===== src/rtl/smbus_cfg_pkg.sv =====
package smbus_cfg_pkg;
  localparam int REG_NUM = 8;
  localparam int PTR_W = 7;
  localparam int PIN_NUM = 11;
  localparam logic [3:0] ADDR_HI = 4'hD;
  localparam logic [7:0] DEVICE_ID = 8'h0C;
  localparam logic [7:0] VENDOR_REV = 8'h00;
  localparam logic [7:0] COUNT_RST = 8'h07;
  localparam logic [7:0] CFG1_RST = 8'hFF;
  localparam logic [7:0] CFG2_RST = 8'hEF;

  typedef enum logic [2:0] {
    PH_IDLE, PH_ADDR, PH_CMD, PH_COUNT, PH_WDATA, PH_RDATA, PH_SKIP
  } phase_t;

  function automatic logic [7:0] cfg0_reset(input logic fs);
    return {3'b111, fs, fs, 1'b0, ~fs, 1'b1};
  endfunction
endpackage


===== src/rtl/smbus_line_sync.sv =====
module smbus_line_sync #(
  parameter int STAGES = 2
) (
  input  logic clk,
  input  logic rst_n,
  input  logic scl_i,
  input  logic sda_i,
  output logic scl_o,
  output logic sda_o,
  output logic scl_rise_o,
  output logic scl_fall_o,
  output logic start_o,
  output logic stop_o
);
  logic [STAGES-1:0] scl_pipe, sda_pipe;
  logic scl_prev, sda_prev;

  always_ff @(posedge clk) begin
    if (!rst_n) begin
      scl_pipe <= '1;
      sda_pipe <= '1;
      scl_prev <= 1'b1;
      sda_prev <= 1'b1;
    end else begin
      scl_pipe <= {scl_pipe[STAGES-2:0], scl_i};
      sda_pipe <= {sda_pipe[STAGES-2:0], sda_i};
      scl_prev <= scl_pipe[STAGES-1];
      sda_prev <= sda_pipe[STAGES-1];
    end
  end

  assign scl_o      = scl_pipe[STAGES-1];
  assign sda_o      = sda_pipe[STAGES-1];
  assign scl_rise_o = scl_o & ~scl_prev;
  assign scl_fall_o = ~scl_o & scl_prev;
  assign start_o    = scl_o & scl_prev & sda_prev & ~sda_o;
  assign stop_o     = scl_o & scl_prev & ~sda_prev & sda_o;
endmodule


===== src/rtl/smbus_cfg_regfile.sv =====
module smbus_cfg_regfile
  import smbus_cfg_pkg::*;
(
  input  logic               clk,
  input  logic               rst_n,
  input  logic               wr_en_i,
  input  logic [PTR_W-1:0]   wr_addr_i,
  input  logic [7:0]         wr_data_i,
  input  logic [PTR_W-1:0]   rd_addr_i,
  output logic [7:0]         rd_data_o,
  input  logic               freq_sel_i,
  input  logic               bw_sel_i,
  input  logic               bypass_i,
  input  logic [PIN_NUM-1:0] oe_pins_n_i,
  output logic [7:0]         cfg0_o,
  output logic [7:0]         cfg1_o,
  output logic [7:0]         cfg2_o,
  output logic [7:0]         count_o
);
  logic [7:0] cfg0_q, cfg1_q, cfg2_q, count_q;
  logic fs_l, bw_l, byp_l;

  always_ff @(posedge clk) begin
    if (!rst_n) begin
      cfg0_q  <= cfg0_reset(freq_sel_i);
      cfg1_q  <= CFG1_RST;
      cfg2_q  <= CFG2_RST;
      count_q <= COUNT_RST;
      fs_l    <= freq_sel_i;
      bw_l    <= bw_sel_i;
      byp_l   <= bypass_i;
    end else if (wr_en_i) begin
      case (wr_addr_i)
        7'd0:    cfg0_q  <= wr_data_i;
        7'd1:    cfg1_q  <= wr_data_i;
        7'd2:    cfg2_q  <= wr_data_i;
        7'd7:    count_q <= wr_data_i;
        default: ;
      endcase
    end
  end

  always_comb begin
    case (rd_addr_i)
      7'd0:    rd_data_o = cfg0_q;
      7'd1:    rd_data_o = cfg1_q;
      7'd2:    rd_data_o = cfg2_q;
      7'd3:    rd_data_o = oe_pins_n_i[7:0];
      7'd4:    rd_data_o = {fs_l, bw_l, byp_l, 2'b00, oe_pins_n_i[PIN_NUM-1:8]};
      7'd5:    rd_data_o = VENDOR_REV;
      7'd6:    rd_data_o = DEVICE_ID;
      7'd7:    rd_data_o = count_q;
      default: rd_data_o = 8'h00;
    endcase
  end

  assign cfg0_o  = cfg0_q;
  assign cfg1_o  = cfg1_q;
  assign cfg2_o  = cfg2_q;
  assign count_o = count_q;

  assert_count_write_only_R13: assert property (@(posedge clk) disable iff (!rst_n)
    !$stable(count_q) |-> $past(wr_en_i && wr_addr_i == 7'd7));
  assert_cfg1_write_only_R12: assert property (@(posedge clk) disable iff (!rst_n)
    !$stable(cfg1_q) |-> $past(wr_en_i && wr_addr_i == 7'd1));
  assert_cfg2_write_only_R12: assert property (@(posedge clk) disable iff (!rst_n)
    !$stable(cfg2_q) |-> $past(wr_en_i && wr_addr_i == 7'd2));
endmodule


===== src/rtl/smbus_target_fsm.sv =====
module smbus_target_fsm
  import smbus_cfg_pkg::*;
(
  input  logic             clk,
  input  logic             rst_n,
  input  logic             scl_i,
  input  logic             sda_i,
  input  logic             scl_rise_i,
  input  logic             scl_fall_i,
  input  logic             start_i,
  input  logic             stop_i,
  input  logic [2:0]       strap_i,
  input  logic [7:0]       rd_data_i,
  input  logic [7:0]       count_i,
  output logic [PTR_W-1:0] rd_addr_o,
  output logic             wr_en_o,
  output logic [PTR_W-1:0] wr_addr_o,
  output logic [7:0]       wr_data_o,
  output logic             sda_drive_o
);
  localparam logic [3:0] CNT_LAST = 4'd8;
  localparam logic [3:0] CNT_ACK  = 4'd9;

  phase_t phase, pend;
  logic [3:0] bit_cnt;
  logic [7:0] rx_sh, tx_sh, remain;
  logic [PTR_W-1:0] ptr;
  logic blk, host_ack, addr_hit, rx_phase;

  assign addr_hit  = rx_sh[7:1] == {ADDR_HI, strap_i};
  assign rx_phase  = phase inside {PH_ADDR, PH_CMD, PH_COUNT, PH_WDATA};
  assign rd_addr_o = ptr;

  always_ff @(posedge clk) begin
    if (!rst_n) begin
      phase <= PH_IDLE; pend <= PH_IDLE; bit_cnt <= '0;
      rx_sh <= '0; tx_sh <= '0; remain <= '0; ptr <= '0;
      blk <= 1'b0; host_ack <= 1'b0; sda_drive_o <= 1'b0;
      wr_en_o <= 1'b0; wr_addr_o <= '0; wr_data_o <= '0;
    end else begin
      wr_en_o <= 1'b0;
      if (start_i) begin
        phase <= PH_ADDR; bit_cnt <= '0; sda_drive_o <= 1'b0;
      end else if (stop_i) begin
        phase <= PH_IDLE; bit_cnt <= '0; sda_drive_o <= 1'b0;
      end else if (phase == PH_RDATA) begin
        if (scl_rise_i) begin
          if (bit_cnt < CNT_LAST) bit_cnt <= bit_cnt + 4'd1;
          else if (bit_cnt == CNT_LAST) begin
            host_ack <= ~sda_i;
            bit_cnt  <= CNT_ACK;
          end
        end else if (scl_fall_i) begin
          if (bit_cnt == CNT_ACK) begin
            if (host_ack) begin
              tx_sh <= rd_data_i; sda_drive_o <= ~rd_data_i[7];
              ptr <= ptr + 7'd1; bit_cnt <= '0;
            end else begin
              phase <= PH_SKIP; sda_drive_o <= 1'b0;
            end
          end else if (bit_cnt == CNT_LAST) begin
            sda_drive_o <= 1'b0;
          end else if (bit_cnt != 4'd0) begin
            tx_sh <= {tx_sh[6:0], 1'b0};
            sda_drive_o <= ~tx_sh[6];
          end
        end
      end else if (rx_phase) begin
        if (scl_rise_i && bit_cnt < CNT_LAST) begin
          rx_sh   <= {rx_sh[6:0], sda_i};
          bit_cnt <= bit_cnt + 4'd1;
        end else if (scl_fall_i && bit_cnt == CNT_LAST) begin
          bit_cnt <= CNT_ACK;
          case (phase)
            PH_ADDR: begin
              if (addr_hit) begin
                sda_drive_o <= 1'b1;
                pend <= rx_sh[0] ? PH_RDATA : PH_CMD;
              end else begin
                phase <= PH_SKIP;
              end
            end
            PH_CMD: begin
              if (rx_sh == 8'h00) begin
                blk <= 1'b1; ptr <= '0; pend <= PH_COUNT; sda_drive_o <= 1'b1;
              end else if (rx_sh[7]) begin
                blk <= 1'b0; ptr <= rx_sh[6:0]; remain <= 8'd1;
                pend <= PH_WDATA; sda_drive_o <= 1'b1;
              end else begin
                phase <= PH_SKIP;
              end
            end
            PH_COUNT: begin
              remain <= rx_sh; pend <= PH_WDATA; sda_drive_o <= 1'b1;
            end
            default: begin
              sda_drive_o <= 1'b1; pend <= PH_WDATA;
              if (remain != 8'd0) begin
                wr_en_o <= 1'b1; wr_addr_o <= ptr; wr_data_o <= rx_sh;
                ptr <= ptr + 7'd1; remain <= remain - 8'd1;
              end
            end
          endcase
        end else if (scl_fall_i && bit_cnt == CNT_ACK) begin
          bit_cnt <= '0;
          phase   <= pend;
          if (pend == PH_RDATA) begin
            if (blk) begin
              tx_sh <= count_i; sda_drive_o <= ~count_i[7]; ptr <= '0;
            end else begin
              tx_sh <= rd_data_i; sda_drive_o <= ~rd_data_i[7]; ptr <= ptr + 7'd1;
            end
          end else begin
            sda_drive_o <= 1'b0;
          end
        end
      end
    end
  end

  assert_drive_when_scl_low_R2: assert property (@(posedge clk) disable iff (!rst_n)
    !$stable(sda_drive_o) |-> !$past(scl_i));
  assert_addr_miss_silent_R1: assert property (@(posedge clk) disable iff (!rst_n)
    (phase == PH_ADDR && scl_fall_i && bit_cnt == CNT_LAST && !addr_hit && !start_i && !stop_i)
      |=> !sda_drive_o);
  assert_skip_released_R10: assert property (@(posedge clk) disable iff (!rst_n)
    (phase == PH_SKIP) |-> !sda_drive_o);
  assert_write_from_data_R4: assert property (@(posedge clk) disable iff (!rst_n)
    wr_en_o |-> $past(phase == PH_WDATA));
endmodule


===== src/rtl/smbus_cfg_regs.sv =====
module smbus_cfg_regs
  import smbus_cfg_pkg::*;
(
  input  logic               clk,
  input  logic               rst_n,
  input  logic               scl_i,
  input  logic               sda_i,
  output logic               sda_drive_o,
  input  logic [2:0]         strap_addr_i,
  input  logic               freq_sel_i,
  input  logic               bw_sel_i,
  input  logic [PIN_NUM-1:0] oe_pins_n_i,
  output logic [7:0]         cfg0_o,
  output logic [7:0]         cfg1_o,
  output logic [7:0]         cfg2_o
);
  logic scl_s, sda_s, scl_rise, scl_fall, start_ev, stop_ev;
  logic wr_en;
  logic [PTR_W-1:0] wr_addr, rd_addr;
  logic [7:0] wr_data, rd_data, count_val;

  smbus_line_sync #(.STAGES(2)) u_sync (
    .clk(clk), .rst_n(rst_n), .scl_i(scl_i), .sda_i(sda_i),
    .scl_o(scl_s), .sda_o(sda_s), .scl_rise_o(scl_rise), .scl_fall_o(scl_fall),
    .start_o(start_ev), .stop_o(stop_ev)
  );

  smbus_target_fsm u_fsm (
    .clk(clk), .rst_n(rst_n), .scl_i(scl_s), .sda_i(sda_s),
    .scl_rise_i(scl_rise), .scl_fall_i(scl_fall), .start_i(start_ev), .stop_i(stop_ev),
    .strap_i(strap_addr_i), .rd_data_i(rd_data), .count_i(count_val),
    .rd_addr_o(rd_addr), .wr_en_o(wr_en), .wr_addr_o(wr_addr), .wr_data_o(wr_data),
    .sda_drive_o(sda_drive_o)
  );

  smbus_cfg_regfile u_regs (
    .clk(clk), .rst_n(rst_n), .wr_en_i(wr_en), .wr_addr_i(wr_addr), .wr_data_i(wr_data),
    .rd_addr_i(rd_addr), .rd_data_o(rd_data), .freq_sel_i(freq_sel_i), .bw_sel_i(bw_sel_i),
    .bypass_i(strap_addr_i[2]), .oe_pins_n_i(oe_pins_n_i),
    .cfg0_o(cfg0_o), .cfg1_o(cfg1_o), .cfg2_o(cfg2_o), .count_o(count_val)
  );
endmodule


===== config.mk =====
export PLATFORM = sky130hd
export DESIGN_NAME = smbus_cfg_regs
export DESIGN_NICKNAME = d
export VERILOG_FILES = /design/src/rtl/smbus_cfg_pkg.sv /design/src/rtl/smbus_line_sync.sv /design/src/rtl/smbus_cfg_regfile.sv /design/src/rtl/smbus_target_fsm.sv /design/src/rtl/smbus_cfg_regs.sv
export SDC_FILE = /design/constraint.sdc
export NUM_CORES = 1
export LEC_CHECK = 0
export BUFFER_PORTS_ARGS = -buffer_cell sky130_fd_sc_hd__buf_2
export CAP_MARGIN = 20
export CORE_ASPECT_RATIO = 0.7
export CORE_MARGIN = 10
export CORE_UTILIZATION = 30
export DETAILED_ROUTE_END_ITERATION = 10
export MAX_ROUTING_LAYER = met4
export SLEW_MARGIN = 0
export SYNTH_ARGS = -nofsm -noshare
export SYNTH_HDL_FRONTEND = slang
export SYNTH_SLANG_ARGS = --single-unit

===== constraint.sdc =====
create_clock -name clk -period 2.5 [get_ports clk]
set_clock_uncertainty 0.1 [all_clocks]
set_input_delay 0.25 -clock clk [delete_from_list [all_inputs] [get_ports clk]]
set_output_delay 0.25 -clock clk [all_outputs]
set_load 0.1 [all_outputs]

==> results by group <==
Run status
  • Outcome: complete, no violations

CTS
  • CTS Buf Count: 9
  • Clock slew at reported path FFs: 0.08 ns
  • CTS Sinks: 100
  • Max Buffers Root-to-Sink: 2
  • TritonCTS clock tree: built
  • CTS HTree Levels: 3
  • Root Buffer: clkbuf_16
  • Worst-Skew Late Latency: 0.35 ns

Synthesis
  • Cell count after synthesis: 601
  • Syn_nets: 632
  • Number of synthesized flops with an enable pin: 6
  • Ys flop type: dfxtp_1
  • Ys Warns: 0
  • Post-synth cell types: 77
  • Asr flop ratio synth: 0%
  • Mapped Area: 0.00529 mm^2
  • Seq/Total Area, Yosys: 39.0%
  • Post-synthesis register bit count: 100
  • Mean Syn Cell Area: 8.80 um^2

Timing
  • Final period util: 94.4%
  • Final Hold Viols: 0
  • Worst setup margin: 0.141 ns
  • Final setup vio count: 0
  • Tightest Pin Transition: 0.774 ns
  • Period minus WS final: 2.36 ns
  • Slew Viols, Final: 0
  • Max frequency: 424 MHz
  • Rel. slew slack: 47.7%

Global route
  • Grt total ovfl: 0
  • First-pass GRT wire length: 24900 um
  • Vias in the first global route: 4484
  • Antenna violations before repair: 0
  • Largest net degree at the start of global routing: 40
  • GRT Total Usage: 13.4%

Pwr
  • Comb pwr share: 4.7%
  • Sw Ratio: 23.8%
  • Sequential share of power: 50.6%
  • VDD IR-drop max: 0.315 mV
  • Leakage: 2.63 nW
  • Psw: 0.000766 W
  • Cell Pwr Density: 511 mW/mm^2
  • Clock power share: 44.7%
  • Cell Int Power: 0.00246 W

Floorplanning
  • Die area: 0.0234 mm^2
  • Initial Utilization: 30.7%
  • Chip Height: 131 um
  • # rows: 40
  • Die Span X: 179 um
  • Num ports: 45
  • Core footprint: 0.0172 mm^2

Setup path
  • Type of destination of the critical path: flip-flop
  • WP data arrival: 2.49 ns
  • Dominant delay contributor by cell family on the critical path: compound AO/OA/AOI/OAI gates
  • Reg2reg start: u_fsm.remain[2]
  • Slowest stage delay, CP: 0.58 ns
  • Required time of the critical path: 2.63 ns
  • Slowest stage cell, crit path: or4_4
  • WP buf/inv: 0
  • Crit path from: u_fsm.remain[2]
  • Worst-path cell chain: or4_4 > a2111oi_4 > a211oi_2 > o211ai_4 > nor2_1 > a2111oi_2
  • CP max FO: 6
  • Worst setup SP type: flip-flop
  • Critical path type: flip-flop to flip-flop

Detailed routing
  • # DRC: 0
  • Iteration-0 DRC Markers: 386
  • Final WL: 15700 um
  • Vias per std cell: 5.34
  • Drt pass-1 iters: 5
  • Final ANT Viol Nets: 0
  • Vias: 4788
  • Drt wl/cell: 17.5 um

Cells and area
  • Area grow syn2layout: 19.2%
  • Layout cell share with drive strength beyond 1: 19.1%
  • Final Util: 36.6%
  • Most frequent cells in the layout: dfxtp_1 (92), nor2_1 (74), nand2_1 (51), mux2i_1 (51), buf_2 (44)
  • Post-route cell area: 0.00630 mm^2
  • Commonest non-fill, non-tap cell in the layout: dfxtp_1
  • Nets: 691
  • Ant. Diodes: 0

Placed design
  • Dpl ws: 0.0936 ns
  • I/O Buffers: 44
  • Post-detail-place hpwl: 11600 um
  • Global placer's final weighted congestion: 0.881
  • Placed standard-cell area: 0.00593 mm^2

Hold path
  • Hold WC Path Type: input port to flip-flop
  • Hold path start: strap_addr_i[2]

Flow run
  • Max-cap viol count: 0
registers in the layout, indices dropped and copies added (netlist names):
register,flops
u_fsm.bit_cnt,4
u_fsm.blk,1
u_fsm.host_ack,1
u_fsm.pend,3
u_fsm.phase,3
u_fsm.rd_addr_o,7
u_fsm.remain,8
u_fsm.rx_sh,8
u_fsm.sda_drive_o,1
u_fsm.tx_sh,7
u_fsm.wr_addr_o,7
u_fsm.wr_data_o,8
u_fsm.wr_en_o,1
u_regs.bw_l,1
u_regs.byp_l,1
u_regs.cfg0_o,8
u_regs.cfg1_o,8
u_regs.cfg2_o,8
u_regs.count_o,8
u_regs.fs_l,1
u_sync.scl_pipe,2
u_sync.scl_prev,1
u_sync.sda_pipe,2
u_sync.sda_prev,1
Yosys cell counts (all sizes together), types with 4 or more instances:
cell type,count,area [um^2]
xnor2,6,52.6
nand2,52,195
edfxtp,6,180
xor2,4,35.0
inv,11,41.3
nand3,9,45.0
o21a,6,45.0
mux2i,51,510
nand2b,17,106
clkbuf,31,118
or3,5,31.3
a2111o,4,45.0
nor2b,8,50.1
nor4,12,118
nor3,19,106
nand3b,5,37.5
ha,11,138
a22oi,12,90.1
and3,7,43.8
a21oi,41,205
a31oi,9,56.3
a211oi,6,50.1
nor2,74,278
or2,4,25.0
dfxtp,94,1880
buf,9,62.6
o21ai,25,125
per-layer routing:
layer  routed length [um]  track usage [%]  share of wire (%)  vias to the layer above
met4                  123             2.98               0.78                        0
met2                 6280             17.1                 40                      146
li1                     -                -                  -                     2312
met1                 8090             20.1                 52                     2321
met3                 1190             3.61                7.6                        9
met5                    0                -                  0                        -
path summary, 6_finish.rpt:
path | end | slack [ns] | depth (start not counted)
hold reg to reg | u_sync.sda_pipe[1] | 0.33 | 1
hold / removal | u_regs.byp_l | 0.07 | 1
setup / recovery | u_fsm.rd_addr_o[0] | 0.14 | 6
setup reg to reg | u_fsm.rd_addr_o[0] | 0.14 | 6
worst register-to-register path: stages (launching register included):
cell and delay (ns):
dfxtp_1 0.36, or4_4 0.58, a2111oi_4 0.36, a211oi_2 0.09
o211ai_4 0.29, nor2_1 0.11, a2111oi_2 0.36
power groups by stage:
stage,logic (W),clock network (W),registers (W)
5_1_grt,0.000162,0.00153,0.00163
3_3_place_gp,0.000144,0,0.00167
2_1_floorplan,0.0000772,0,0.00168
4_1_cts,0.000149,0.00147,0.00163
6_report,0.000150,0.00144,0.00163
3_5_place_dp,0.000144,0,0.00167
kinds of logic (layout without fill, tap and decap cells):
| kind of cell | count (synthesis) | count (layout) | share of synthesized area (%) |
|---|---|---|---|
| compound gates | 151 | 151 | 20.7 |
| xor+xnor | 10 | 10 | 1.66 |
| fa+ha+maj | 11 | 11 | 2.60 |
| buf+inv | 52 | 116 | 4.26 |
| flops | 100 | 100 | 39.0 |
| mux | 52 | 52 | 9.86 |
| simple gates | 225 | 225 | 21.9 |
through the flow:
step / cells / power [W] / hold slack, ns / setup TNS, ns
after CTS: 894 / 0.00325 / 0.0649 / 0
final: 896 / 0.00322 / 0.0678 / 0
after detailed placement: 874 / 0.00181 / 0.293 / 0
after global placement: 874 / 0.00181 / 0.316 / 0
after floorplan: 601 / 0.00176 / 0.249 / 0
after global routing: 896 / 0.00333 / 0.0587 / -0.00261
area by class of cell:
class,instances,area [um^2]
repair buffers,88,598
well taps,231,289
fillers,1801,10900
clock buffers,10,229
multi-input cells,449,3010
flip-flops and latches,100,2060
clock inverters,6,71.3
inverters,12,45.0
what timing repair did:
item,4_1_cts,5_1_grt
resized for setup,0,4
setup buffers,0,2
endpoints found under the hold margin,4,0
hold buffers,4,0
endpoints found under the setup margin,0,3
Power figures use the tool's default switching activity.
